`src/rtl/fis_pkg.sv`:
```
// Shared definitions for the flash interrupt/status unit.
// Assumes a 16-bit register file; bit positions are fixed by the register layout.
package fis_pkg;

    localparam int REG_W = 16;

    // Register addresses on the host port
    localparam logic [2:0] A_CMD  = 3'd0;
    localparam logic [2:0] A_CFG1 = 3'd1;
    localparam logic [2:0] A_CFG2 = 3'd2;
    localparam logic [2:0] A_STAT = 3'd3;
    localparam logic [2:0] A_INT  = 3'd4;

    // Interrupt status bit positions
    localparam int I_MASTER = 15;
    localparam int I_RESET  = 4;
    localparam int I_ERASE  = 5;
    localparam int I_PROG   = 6;
    localparam int I_LOAD   = 7;

    // Controller status bit positions
    localparam int S_CMD   = 10;
    localparam int S_ERASE = 11;
    localparam int S_PROG  = 12;
    localparam int S_LOAD  = 13;

    localparam logic [REG_W-1:0] ERR_MASK =
        (16'h1 << S_CMD) | (16'h1 << S_ERASE) | (16'h1 << S_PROG) | (16'h1 << S_LOAD);

    // Reset values
    localparam logic [REG_W-1:0] CFG1_RST     = 16'h40C0;
    localparam logic [REG_W-1:0] CFG2_RST     = 16'h0000;
    localparam logic [REG_W-1:0] INT_COLD_RST = 16'h8080;
    localparam logic [REG_W-1:0] INT_WARM_RST = 16'h8010;

    // Configuration 1 bit positions
    localparam int C_IRQ_POL = 6;
    localparam int C_RDY     = 7;
    localparam int C_RD_MASK_BITS = 5;

    typedef enum logic [1:0] {
        EV_PLAIN = 2'd0,
        EV_ERASE = 2'd1,
        EV_PROG  = 2'd2,
        EV_LOAD  = 2'd3
    } evt_kind_e;

    typedef enum logic [1:0] {
        CC_UNKNOWN = 2'd0,
        CC_NORMAL  = 2'd1,
        CC_RESET   = 2'd2
    } cmd_class_e;

    // Classifies a command code written by the host
    function automatic cmd_class_e classify(input logic [REG_W-1:0] code);
        cmd_class_e c;
        if (code[REG_W-1:8] != '0) begin
            c = CC_UNKNOWN;
        end else begin
            case (code[7:0])
                8'hF0, 8'hF3: c = CC_RESET;
                8'h00, 8'h13, 8'h1A, 8'h1B, 8'h23, 8'h2A, 8'h2C,
                8'h30, 8'h65, 8'h71, 8'h80, 8'h94, 8'h95, 8'hB0: c = CC_NORMAL;
                default: c = CC_UNKNOWN;
            endcase
        end
        return c;
    endfunction

endpackage

```
`src/rtl/fis_cmd_gate.sv`:
```
// Command gate: accepts host command writes only while the master interrupt
// flag is clear, classifies the code, and produces the issue pulse, the
// unknown-command flag and the warm-reset request.
// Assumes the master flag input is the registered interrupt bit 15.
module fis_cmd_gate
    import fis_pkg::*;
#(
    parameter int W = REG_W
) (
    input  logic         clk,
    input  logic         rst_n,
    input  logic         we_cmd_i,
    input  logic [W-1:0] wdata_i,
    input  logic         master_i,
    output logic         soft_rst_o,
    output logic         unknown_o,
    output logic         issue_o,
    output logic [W-1:0] code_o
);

    logic       accept;
    cmd_class_e cls;
    logic [W-1:0] code_q;
    logic         issue_q;

    // Decide acceptance and class of the current write
    always_comb begin
        accept     = we_cmd_i && !master_i;
        cls        = classify(wdata_i);
        soft_rst_o = accept && (cls == CC_RESET);
        unknown_o  = accept && (cls == CC_UNKNOWN);
    end

    // Hold the last accepted code and register the issue pulse
    always_ff @(posedge clk) begin
        if (!rst_n) begin
            code_q  <= '0;
            issue_q <= 1'b0;
        end else if (soft_rst_o) begin
            code_q  <= '0;
            issue_q <= 1'b0;
        end else begin
            issue_q <= accept && (cls == CC_NORMAL);
            if (accept) code_q <= wdata_i;
        end
    end

    assign issue_o = issue_q;
    assign code_o  = code_q;

    assert_block_R4: assert property (@(posedge clk) disable iff (!rst_n)
        (we_cmd_i && master_i) |=> (!issue_o && $stable(code_o)));

    assert_pulse_R5: assert property (@(posedge clk) disable iff (!rst_n)
        issue_o |=> !issue_o);

endmodule

```
`src/rtl/fis_int_status.sv`:
```
// Interrupt and controller status registers. Host writes AND into the
// interrupt register; completion events and unknown commands set bits on top.
// Clearing the master bit clears the four error flags.
// Assumes at most one completion pulse per cycle.
module fis_int_status
    import fis_pkg::*;
#(
    parameter int W = REG_W
) (
    input  logic         clk,
    input  logic         rst_n,
    input  logic         soft_rst_i,
    input  logic         we_int_i,
    input  logic [W-1:0] wdata_i,
    input  logic         unknown_i,
    input  logic         evt_done_i,
    input  logic [1:0]   evt_kind_i,
    input  logic         evt_fail_i,
    output logic [W-1:0] int_o,
    output logic [W-1:0] stat_o
);

    logic [W-1:0] int_q, stat_q;
    logic [W-1:0] evt_int, evt_err;
    logic [W-1:0] int_and, int_nxt, stat_nxt;

    // Translate a completion pulse and an unknown command into set masks
    always_comb begin
        evt_int = '0;
        evt_err = '0;
        if (evt_done_i) begin
            evt_int[I_MASTER] = 1'b1;
            case (evt_kind_e'(evt_kind_i))
                EV_ERASE: evt_int[I_ERASE] = 1'b1;
                EV_PROG:  evt_int[I_PROG]  = 1'b1;
                EV_LOAD:  evt_int[I_LOAD]  = 1'b1;
                default:  ;
            endcase
            if (evt_fail_i) begin
                evt_err[S_CMD] = 1'b1;
                case (evt_kind_e'(evt_kind_i))
                    EV_ERASE: evt_err[S_ERASE] = 1'b1;
                    EV_PROG:  evt_err[S_PROG]  = 1'b1;
                    EV_LOAD:  evt_err[S_LOAD]  = 1'b1;
                    default:  ;
                endcase
            end
        end
        if (unknown_i) begin
            evt_int[I_MASTER] = 1'b1;
            evt_err[S_CMD]    = 1'b1;
        end
    end

    // Apply the host AND-write first, then OR in the new flags
    always_comb begin
        int_and  = we_int_i ? (int_q & wdata_i) : int_q;
        int_nxt  = int_and | evt_int;
        stat_nxt = (int_nxt[I_MASTER] ? stat_q : (stat_q & ~ERR_MASK)) | evt_err;
    end

    // Status register update with cold and warm reset values
    always_ff @(posedge clk) begin
        if (!rst_n) begin
            int_q  <= INT_COLD_RST;
            stat_q <= '0;
        end else if (soft_rst_i) begin
            int_q  <= INT_WARM_RST;
            stat_q <= '0;
        end else begin
            int_q  <= int_nxt;
            stat_q <= stat_nxt;
        end
    end

    assign int_o  = int_q;
    assign stat_o = stat_q;

    assert_and_write_R2: assert property (@(posedge clk) disable iff (!rst_n)
        (we_int_i && !evt_done_i && !unknown_i && !soft_rst_i)
        |=> (int_q == ($past(int_q) & $past(wdata_i))));

    assert_err_clear_R3: assert property (@(posedge clk) disable iff (!rst_n)
        (we_int_i && !wdata_i[I_MASTER] && !evt_done_i && !unknown_i && !soft_rst_i)
        |=> ((stat_q & ERR_MASK) == '0));

    assert_evt_master_R6: assert property (@(posedge clk) disable iff (!rst_n)
        (evt_done_i && !soft_rst_i) |=> int_q[I_MASTER]);

    assert_fail_flag_R7: assert property (@(posedge clk) disable iff (!rst_n)
        (evt_done_i && evt_fail_i && !soft_rst_i) |=> stat_q[S_CMD]);

    assert_warm_value_R9: assert property (@(posedge clk) disable iff (!rst_n)
        soft_rst_i |=> (int_q == INT_WARM_RST && stat_q == '0));

endmodule

```
`src/rtl/fis_config.sv`:
```
// System configuration words, ready level and interrupt polarity.
// Assumes writes arrive as single-cycle strobes from the top decode.
module fis_config
    import fis_pkg::*;
#(
    parameter int W = REG_W
) (
    input  logic         clk,
    input  logic         rst_n,
    input  logic         soft_rst_i,
    input  logic         we_cfg1_i,
    input  logic         we_cfg2_i,
    input  logic [W-1:0] wdata_i,
    input  logic         master_i,
    output logic [W-1:0] cfg1_rd_o,
    output logic [W-1:0] cfg2_o,
    output logic         rdy_o,
    output logic         irq_o
);

    logic [W-1:0] cfg1_q, cfg2_q;
    logic         rdy_q;

    // Configuration registers and ready level
    always_ff @(posedge clk) begin
        if (!rst_n || soft_rst_i) begin
            cfg1_q <= CFG1_RST;
            cfg2_q <= CFG2_RST;
            rdy_q  <= 1'b1;
        end else begin
            if (we_cfg1_i) begin
                cfg1_q <= wdata_i;
                rdy_q  <= wdata_i[C_RDY];
            end
            if (we_cfg2_i) cfg2_q <= wdata_i;
        end
    end

    // Read view of configuration 1 hides the low bits
    always_comb begin
        cfg1_rd_o = cfg1_q;
        cfg1_rd_o[C_RD_MASK_BITS-1:0] = '0;
    end

    assign cfg2_o = cfg2_q;
    assign rdy_o  = rdy_q;
    assign irq_o  = master_i ^ ~cfg1_q[C_IRQ_POL];

    assert_rdy_follow_R12: assert property (@(posedge clk) disable iff (!rst_n)
        (we_cfg1_i && !soft_rst_i) |=> (rdy_o == $past(wdata_i[C_RDY])));

    assert_cfg2_hold_R11: assert property (@(posedge clk) disable iff (!rst_n)
        (!we_cfg2_i && !soft_rst_i) |=> $stable(cfg2_o));

endmodule

```
`src/rtl/flash_irq_status_unit.sv`:
```
// Top of the flash interrupt/status unit: decodes the host register port,
// wires the command gate, status registers and configuration block, and
// muxes read data. Assumes one register access per cycle.
module flash_irq_status_unit
    import fis_pkg::*;
#(
    parameter int DATA_W = REG_W,
    parameter int ADDR_W = 3
) (
    input  logic              clk,
    input  logic              rst_n,
    input  logic              reg_we_i,
    input  logic [ADDR_W-1:0] reg_addr_i,
    input  logic [DATA_W-1:0] reg_wdata_i,
    output logic [DATA_W-1:0] reg_rdata_o,
    input  logic              evt_done_i,
    input  logic [1:0]        evt_kind_i,
    input  logic              evt_fail_i,
    output logic              cmd_issue_o,
    output logic [DATA_W-1:0] cmd_code_o,
    output logic              irq_o,
    output logic              rdy_o
);

    logic we_cmd, we_cfg1, we_cfg2, we_int;
    logic soft_rst, unknown;
    logic [DATA_W-1:0] int_q, stat_q, cfg1_rd, cfg2_q;

    // Write strobe decode
    always_comb begin
        we_cmd  = reg_we_i && (reg_addr_i == ADDR_W'(A_CMD));
        we_cfg1 = reg_we_i && (reg_addr_i == ADDR_W'(A_CFG1));
        we_cfg2 = reg_we_i && (reg_addr_i == ADDR_W'(A_CFG2));
        we_int  = reg_we_i && (reg_addr_i == ADDR_W'(A_INT));
    end

    fis_cmd_gate #(.W(DATA_W)) u_gate (
        .clk        (clk),
        .rst_n      (rst_n),
        .we_cmd_i   (we_cmd),
        .wdata_i    (reg_wdata_i),
        .master_i   (int_q[I_MASTER]),
        .soft_rst_o (soft_rst),
        .unknown_o  (unknown),
        .issue_o    (cmd_issue_o),
        .code_o     (cmd_code_o)
    );

    fis_int_status #(.W(DATA_W)) u_stat (
        .clk        (clk),
        .rst_n      (rst_n),
        .soft_rst_i (soft_rst),
        .we_int_i   (we_int),
        .wdata_i    (reg_wdata_i),
        .unknown_i  (unknown),
        .evt_done_i (evt_done_i),
        .evt_kind_i (evt_kind_i),
        .evt_fail_i (evt_fail_i),
        .int_o      (int_q),
        .stat_o     (stat_q)
    );

    fis_config #(.W(DATA_W)) u_cfg (
        .clk        (clk),
        .rst_n      (rst_n),
        .soft_rst_i (soft_rst),
        .we_cfg1_i  (we_cfg1),
        .we_cfg2_i  (we_cfg2),
        .wdata_i    (reg_wdata_i),
        .master_i   (int_q[I_MASTER]),
        .cfg1_rd_o  (cfg1_rd),
        .cfg2_o     (cfg2_q),
        .rdy_o      (rdy_o),
        .irq_o      (irq_o)
    );

    // Read data mux
    always_comb begin
        case (reg_addr_i)
            ADDR_W'(A_CMD):  reg_rdata_o = cmd_code_o;
            ADDR_W'(A_CFG1): reg_rdata_o = cfg1_rd;
            ADDR_W'(A_CFG2): reg_rdata_o = cfg2_q;
            ADDR_W'(A_STAT): reg_rdata_o = stat_q;
            ADDR_W'(A_INT):  reg_rdata_o = int_q;
            default:         reg_rdata_o = '0;
        endcase
    end

    assert_irq_master_R10: assert property (@(posedge clk) disable iff (!rst_n)
        (evt_done_i && !soft_rst && !we_cfg1) |=> (irq_o == reg_rdata_cfg_pol()));

    // Expected interrupt level for an asserted master flag
    function automatic logic reg_rdata_cfg_pol();
        return cfg1_rd[C_IRQ_POL];
    endfunction

endmodule

```
`config.mk`:
```
export PLATFORM = sky130hd
export DESIGN_NAME = flash_irq_status_unit
export DESIGN_NICKNAME = d
export VERILOG_FILES = /design/src/rtl/fis_pkg.sv /design/src/rtl/fis_cmd_gate.sv /design/src/rtl/fis_int_status.sv /design/src/rtl/fis_config.sv /design/src/rtl/flash_irq_status_unit.sv
export SDC_FILE = /design/constraint.sdc
export NUM_CORES = 1
export LEC_CHECK = 0
export CAP_MARGIN = 20
export CORE_ASPECT_RATIO = 1.25
export CORE_MARGIN = 8
export CORE_UTILIZATION = 63
export DETAILED_ROUTE_END_ITERATION = 10
export DONT_BUFFER_PORTS = 1
export HOLD_SLACK_MARGIN = 0.05
export PLACE_DENSITY = 0.77
export SYNTH_ARGS = -nofsm -noshare
export SYNTH_HDL_FRONTEND = slang
export SYNTH_SLANG_ARGS = --single-unit
```
`constraint.sdc`:
```
create_clock -name clk -period 2.5 [get_ports clk]
set_input_delay 0.125 -clock clk [delete_from_list [all_inputs] [get_ports clk]]
set_output_delay 0.125 -clock clk [all_outputs]
set_load 0.02 [all_outputs]
```
==> results of run 1 <==
==> placed cells by master, fill, tap and decap left out, types with 2 or more instances in the layout <==
master         instances
or4_1                  3
buf_4                 14
o21ai_0               22
a21oi_1               56
o22ai_1                4
xnor2_1                3
nor2_1                37
or3b_2                 2
a211oi_1               3
nor2b_1                4
nand2_1               97
mux2_2                 4
clkinvlp_4             2
clkbuf_8              10
nand4_1                5
a22oi_1                8
a41oi_1                3
inv_1                  2
dlygate4sd3_1         24
mux2i_1               12
or2_2                  3
nand4bb_1              3
nor3_1                 2
dfxtp_1               64
bufinv_16              2
nand2b_1               2
a31oi_1                2
nand3_1                5
==> stage by stage <==
stage,hold WS (ns),cells,instance area (um^2),setup slack (ns)
floorplan,0.187,394,3030,0.425
global placement,0.191,437,3060,0.485
detailed placement,0.198,437,3060,0.452
CTS,0.0551,477,3520,0.0779
global route,0.0833,478,3520,0.00983
finish,0.0684,478,3520,0.0647
==> cell usage after synthesis (3+ instances only) <==
master,n,share of area
o21ai_0,22,0.036
buf_6,5,0.019
xnor2_1,3,0.0087
a211oi_1,3,0.0074
dfxtp_1,64,0.42
nand2_1,97,0.12
nor2b_1,4,0.0083
nand3_1,5,0.0083
buf_1,5,0.0062
o22ai_1,4,0.0083
mux2i_1,12,0.040
a22oi_1,8,0.020
or4_1,3,0.0074
clkbuf_1,18,0.022
a41oi_1,3,0.0087
mux2_2,4,0.015
nor2_1,37,0.046
a21oi_1,56,0.093
buf_2,3,0.0050
or2_2,3,0.0062
nand4_1,5,0.010
nand4bb_1,3,0.011
==> power groups by stage <==
stage / Combinational, W / Clock, W / Sequential (W)
5_1_grt: 0.000182 / 0.00104 / 0.00104
6_report: 0.000169 / 0.000990 / 0.00104
4_1_cts: 0.000166 / 0.000996 / 0.00104
2_1_floorplan: 0.000129 / 0 / 0.00106
3_3_place_gp: 0.000121 / 0 / 0.00107
3_5_place_dp: 0.000123 / 0 / 0.00107
==> worst max-delay path: stages, from the launching register on <==
cell           delay [ns]
dfxtp_1              0.37
or4_4                0.49
or4_1                0.60
buf_4                0.20
nand2_1              0.06
nand2_1              0.04
dlygate4sd3_1        0.56
==> sequential cells by signal, indices dropped and copies added (netlist names), named ones only <==
name,cells
u_cfg.cfg2_o,16
u_gate.code_o,16
u_stat.int_o,12
u_cfg.cfg1_q,11
u_stat.stat_o,4
u_gate.issue_o,1
==> worst max-delay path by stage <==
stage	start	endpoint	slack, ns	cells past startpoint
2_1_floorplan	u_stat.int_o[15]	u_stat.int_o[10]	0.42	8
3_3_place_gp	u_stat.int_o[15]	flop	0.49	5
3_5_place_dp	u_stat.int_o[15]	flop	0.45	5
4_1_cts	u_stat.int_o[15]	u_stat.int_o[7]	0.08	6
5_1_grt	u_stat.int_o[15]	u_stat.int_o[7]	0.01	6
6_report	u_stat.int_o[15]	u_stat.int_o[7]	0.06	6
==> cell families after synthesis <==
kind of cell,count (synthesis)
buffers and inverters,34
and+or+nand+nor,172
AOI/OAI and AO/OA,104
xor gates and xnor gates,4
muxes,16
DFF,64
==> metal layers <==
layer / wire length, um / vias to the layer above / track usage
li1: - / 1392 / -
met1: 3620 / 1388 / 0.283
met2: 4350 / 110 / 0.421
met3: 726 / 27 / 0.0739
met4: 312 / 0 / 0.124
met5: 0 / - / 0
==> layout make-up <==
class	count	area [um^2]	area share
antenna	1	2.50	0.000710
clock buffer	11	141	0.0401
clock inverter	5	80.1	0.0227
inverter	2	7.51	0.00213
multi-input combinational	296	1570	0.446
sequential	64	1280	0.364
tap	60	75.1	0.0213
timing repair buffer	39	365	0.104
==> repair_timing <==
action,in CTS,in global routing
buffers inserted,0,0
hold buffers,24,0
hold endpoints to repair,63,0
==> flow_summary.ini, run 1 <==
[setup_path]
rr_worst_depth = 6
endpoint_kind = flop
rr_endpoint = u_stat.int_o[7]
ff2ff_setup_slack_ns = 0.06
crit_required_ns = 2.73
reg2reg_from = u_stat.int_o[15]
worst-setup-path-type = reg2reg
startpoint_type = flop
cp_max_fo = 6
critPathArrivalTime_ns = 2.67

[yosys]
post_synth_num_cell_types = 44
yosys_warnings = 0
yosys.area_share.simple = 0.256
synthArstFlopShare = 0
syn_area_um2 = 3030
ys.flop_type = dfxtp_1
synth-adder-area-share = 0
synth_xor_area_frac = 0.0116
synth_compound_area_frac = 0.194
yosysSeqAreaShare = 0.423
syn_nets = 420
syn_area_per_cell_um2 = 7.68
synth_mux_area_frac = 0.0546
synth_edf_count = 0
synthCells = 394
synth_top_family_by_area = simple AND/OR/NAND/NOR gates
ys_seq_elements = 64

[sta]
slew_headroom = 0.543
min_period_ns = 2.44
rsz0062_at_grt = false
worst_pin_slew_ns = 0.682
fmax_mhz = 411
fin_setup_tns_ns = 0
finalMaxSlewViolations = 0
setup_violations = 0
fin_crit_sh = 0.974
finalClockSkew_ns = 0.00878
final-hold-violation-count = 0

[place]
hpwl_um = 5750
port_buffers = 0
place_congestion = 0.892

[route]
drc = 0
vias_per_cell = 6.10
postRouteAntennaNets = 0
vias = 2917
wl_per_cell_um = 18.8
first_pass_iters = 5
routed_wl_um = 9000
drtIter0Drc = 229

[die]
rows = 28
die_h_um = 93.5
coreArea_um2 = 4690
die_w_um = 78.0
dieArea_um2 = 7290
initial_core_util = 0.644
ios = 61

[cells_and_area]
area_growth_pct = 16.5
fillCellCount = 365
nets = 438
drive_gt1_frac = 0.101
fin_util = 0.751

[pwr]
seqPwrFrac = 0.474
vdd_drop_max_mv = 0.539
p_leak_nw = 1.23
power_switching_w = 0.000505
p_clk_frac = 0.450
p_comb_frac = 0.077
totalPowerFinal_w = 0.00220
swShare = 0.229
power-per-cell-area_nw_per_um2 = 625
intPower_w = 0.00170

[clock_network]
clockBufferDepth = 2
clkTransAtPathRegs_ns = 0.07
cts_sinks = 64
post_cts_resized = 0
h-tree-depth = 3
cts_made_buffers = 9
cts_tree = built
root_buffer = clkbuf_8
clock_latency_ns = 0.34

[flow_run]
max-cap-violations = 0

[global_routing]
grt_pass1_wl_um = 14400
antenna_found_initial = 1
grt_pass1_vias = 2797
grt_max_degree = 29
grt_use_total = 0.250
overflow = 0

[outcome]
status = completed

[hold_path]
worstHoldEndpoint = u_stat.stat_o[11]
hold_path_class = in2reg
hp-start = evt_kind_i[0]
hold_path_depth = 2
No activity file was read; power rests on OpenSTA's default activity.
==> run 2: changes to the inputs <==
- ABC_AREA: default -> 1
- clock period: 2.5 -> 3 ns (I/O delays scaled with it)
==> flow_summary.ini, run 2 <==
[outcome]
status = completed

[sta]
worst_pin_slew_ns = 1.03
fin_crit_sh = 0.719
final-hold-violation-count = 0
min_period_ns = 2.16
finalMaxSlewViolations = 0
setup_violations = 0
finalClockSkew_ns = 0.00919
slew_headroom = 0.312
rsz0062_at_grt = false
fin_setup_tns_ns = 0
fmax_mhz = 463
finalHoldWorstSlack_ns = 0.0654

[die]
coreArea_um2 = 4690
rows = 28
die_w_um = 78.1
ios = 61
initial_core_util = 0.646
die_h_um = 93.6
dieArea_um2 = 7310

[setup_path]
path_cells = inv_1 > nand3_4 > clkinv_2 > nand2_2 > nand2_2 > buf_12 > a211oi_1
path_common_cell = nand2_2
crit_buf_inv = 3
ff2ff_setup_slack_ns = 0.84
worst-setup-path-type = reg2reg
slowest_stage = nand2_2
path_delay_family = simple AND/OR/NAND/NOR gates
endpoint_kind = flop
cp_max_fo = 31
cp-startpoint = u_stat.int_o[15]
slowest_delay_ns = 0.40
startpoint_type = flop
critPathArrivalTime_ns = 2.41
crit_required_ns = 3.25
reg2reg_from = u_stat.int_o[15]

[clock_network]
clock_latency_ns = 0.34
cts_tree = built
clockBufferDepth = 2
h-tree-depth = 3
cts_made_buffers = 9
cts_sinks = 64
clkTransAtPathRegs_ns = 0.07
root_buffer = clkbuf_8

[place]
port_buffers = 0
hpwl_um = 5890
place_congestion = 0.876

[cells_and_area]
fin_util = 0.730
final_cell_mix = nand2_1, dfxtp_1, inv_1
layout_commonest_cell = nand2_1
nets = 479
drive_gt1_frac = 0.0769
antenna_cells = 0
area_growth_pct = 12.9

[yosys]
synth_common_cells = nand2_1, dfxtp_1, inv_1
synth_top_cell_by_area = dfxtp_1
synthCells = 438
synth.area.top_cells = dfxtp_1, nand2_1, a21oi_1
ys_seq_elements = 64
synthArstFlopShare = 0
post_synth_num_cell_types = 30
yosysTopAreaCellShare = 0.422
yosys_warnings = 0
ys.flop_type = dfxtp_1
syn_area_um2 = 3030
syn_area_per_cell_um2 = 6.93
synth.most_common_cell = nand2_1
syn_nets = 464
synth_edf_count = 0
yosysSeqAreaShare = 0.422

[global_routing]
grt_pass1_wl_um = 14700
overflow = 0
grt_max_degree = 33
grt_use_total = 0.253
antenna_found_initial = 0
grt_pass1_vias = 2880

[route]
vias = 3066
routed_wl_um = 9150
postRouteAntennaNets = 0
wl_per_cell_um = 17.8
vias_per_cell = 5.95
drtIter0Drc = 265
drc = 0
first_pass_iters = 5

[hold_path]
hold_path_class = in2reg
hp-start = evt_kind_i[0]

[pwr]
vdd_drop_max_mv = 0.315
p_leak_nw = 1.28
power-per-cell-area_nw_per_um2 = 484

[flow_run]
max-cap-violations = 0
## run 2: cell count changes after synthesis, sizes merged, moves of 7 or more
cell,before,now
nand2,98,152
o21ai,22,4
mux2i,12,0
inv,2,44
a21oi,56,46
a211oi,3,10
nand3,5,34
nor2,37,29
## run 2: what timing repair did
item / 4_1_cts / 5_1_grt
setup buffers: 0 / 0
endpoints found under the hold margin: 62 / 0
resized for setup: 0 / 0
hold buffers: 23 / 0
## run 2: cell families after synthesis
family	share of synthesized area
buf+inv	0.0977
simple gates	0.313
compound gates	0.165
xor+xnor	0.00289
flops	0.422
## run 2: where the power goes
part           leakage (nW)  total (W)  internal (W)  switching (W)
Sequential            0.517   0.000870      0.000862     0.00000807
Clock                0.0842   0.000639      0.000330       0.000309
Combinational         0.677   0.000151     0.0000512      0.0000995
## run 2: final timing paths
kind	end	cells past startpoint
max	u_stat.int_o[11]	7
min	u_stat.stat_o[13]	4
max reg2reg	u_stat.int_o[11]	7
min reg2reg	flop	2
## run 2: area by class of cell
class / count / area, um^2
clock inverter: 1 / 5.00
timing repair buffer: 28 / 280
clock buffer: 12 / 155
sequential: 64 / 1280
tap: 60 / 75.1
inverter: 45 / 170
multi-input combinational: 305 / 1460
fill: 400 / 1270
## run 2: stage by stage
| stage | instance area [um^2] | setup slack (ns) | cells | power (W) |
|---|---|---|---|---|
| after global placement | 3040 | 0.945 | 479 | 0.000996 |
| after CTS | 3430 | 0.850 | 515 | 0.00165 |
| after floorplan | 3030 | 1.65 | 438 | 0.000984 |
| final | 3430 | 0.842 | 515 | 0.00166 |
| after global routing | 3430 | 0.587 | 515 | 0.00171 |
| after detailed placement | 3040 | 0.873 | 479 | 0.000998 |
## run 2: worst min-delay path: stages
cell and delay (ns):
nand2_1 0.04, inv_1 0.05, nand2_1 0.07, a21oi_1 0.05
## run 2: layer usage
metal	vias up	global-route usage	share of wire
met5	-	0	0
li1	1456	-	-
met2	155	0.417	0.49
met4	0	0.119	0.024
met3	22	0.0835	0.091
met1	1433	0.287	0.40
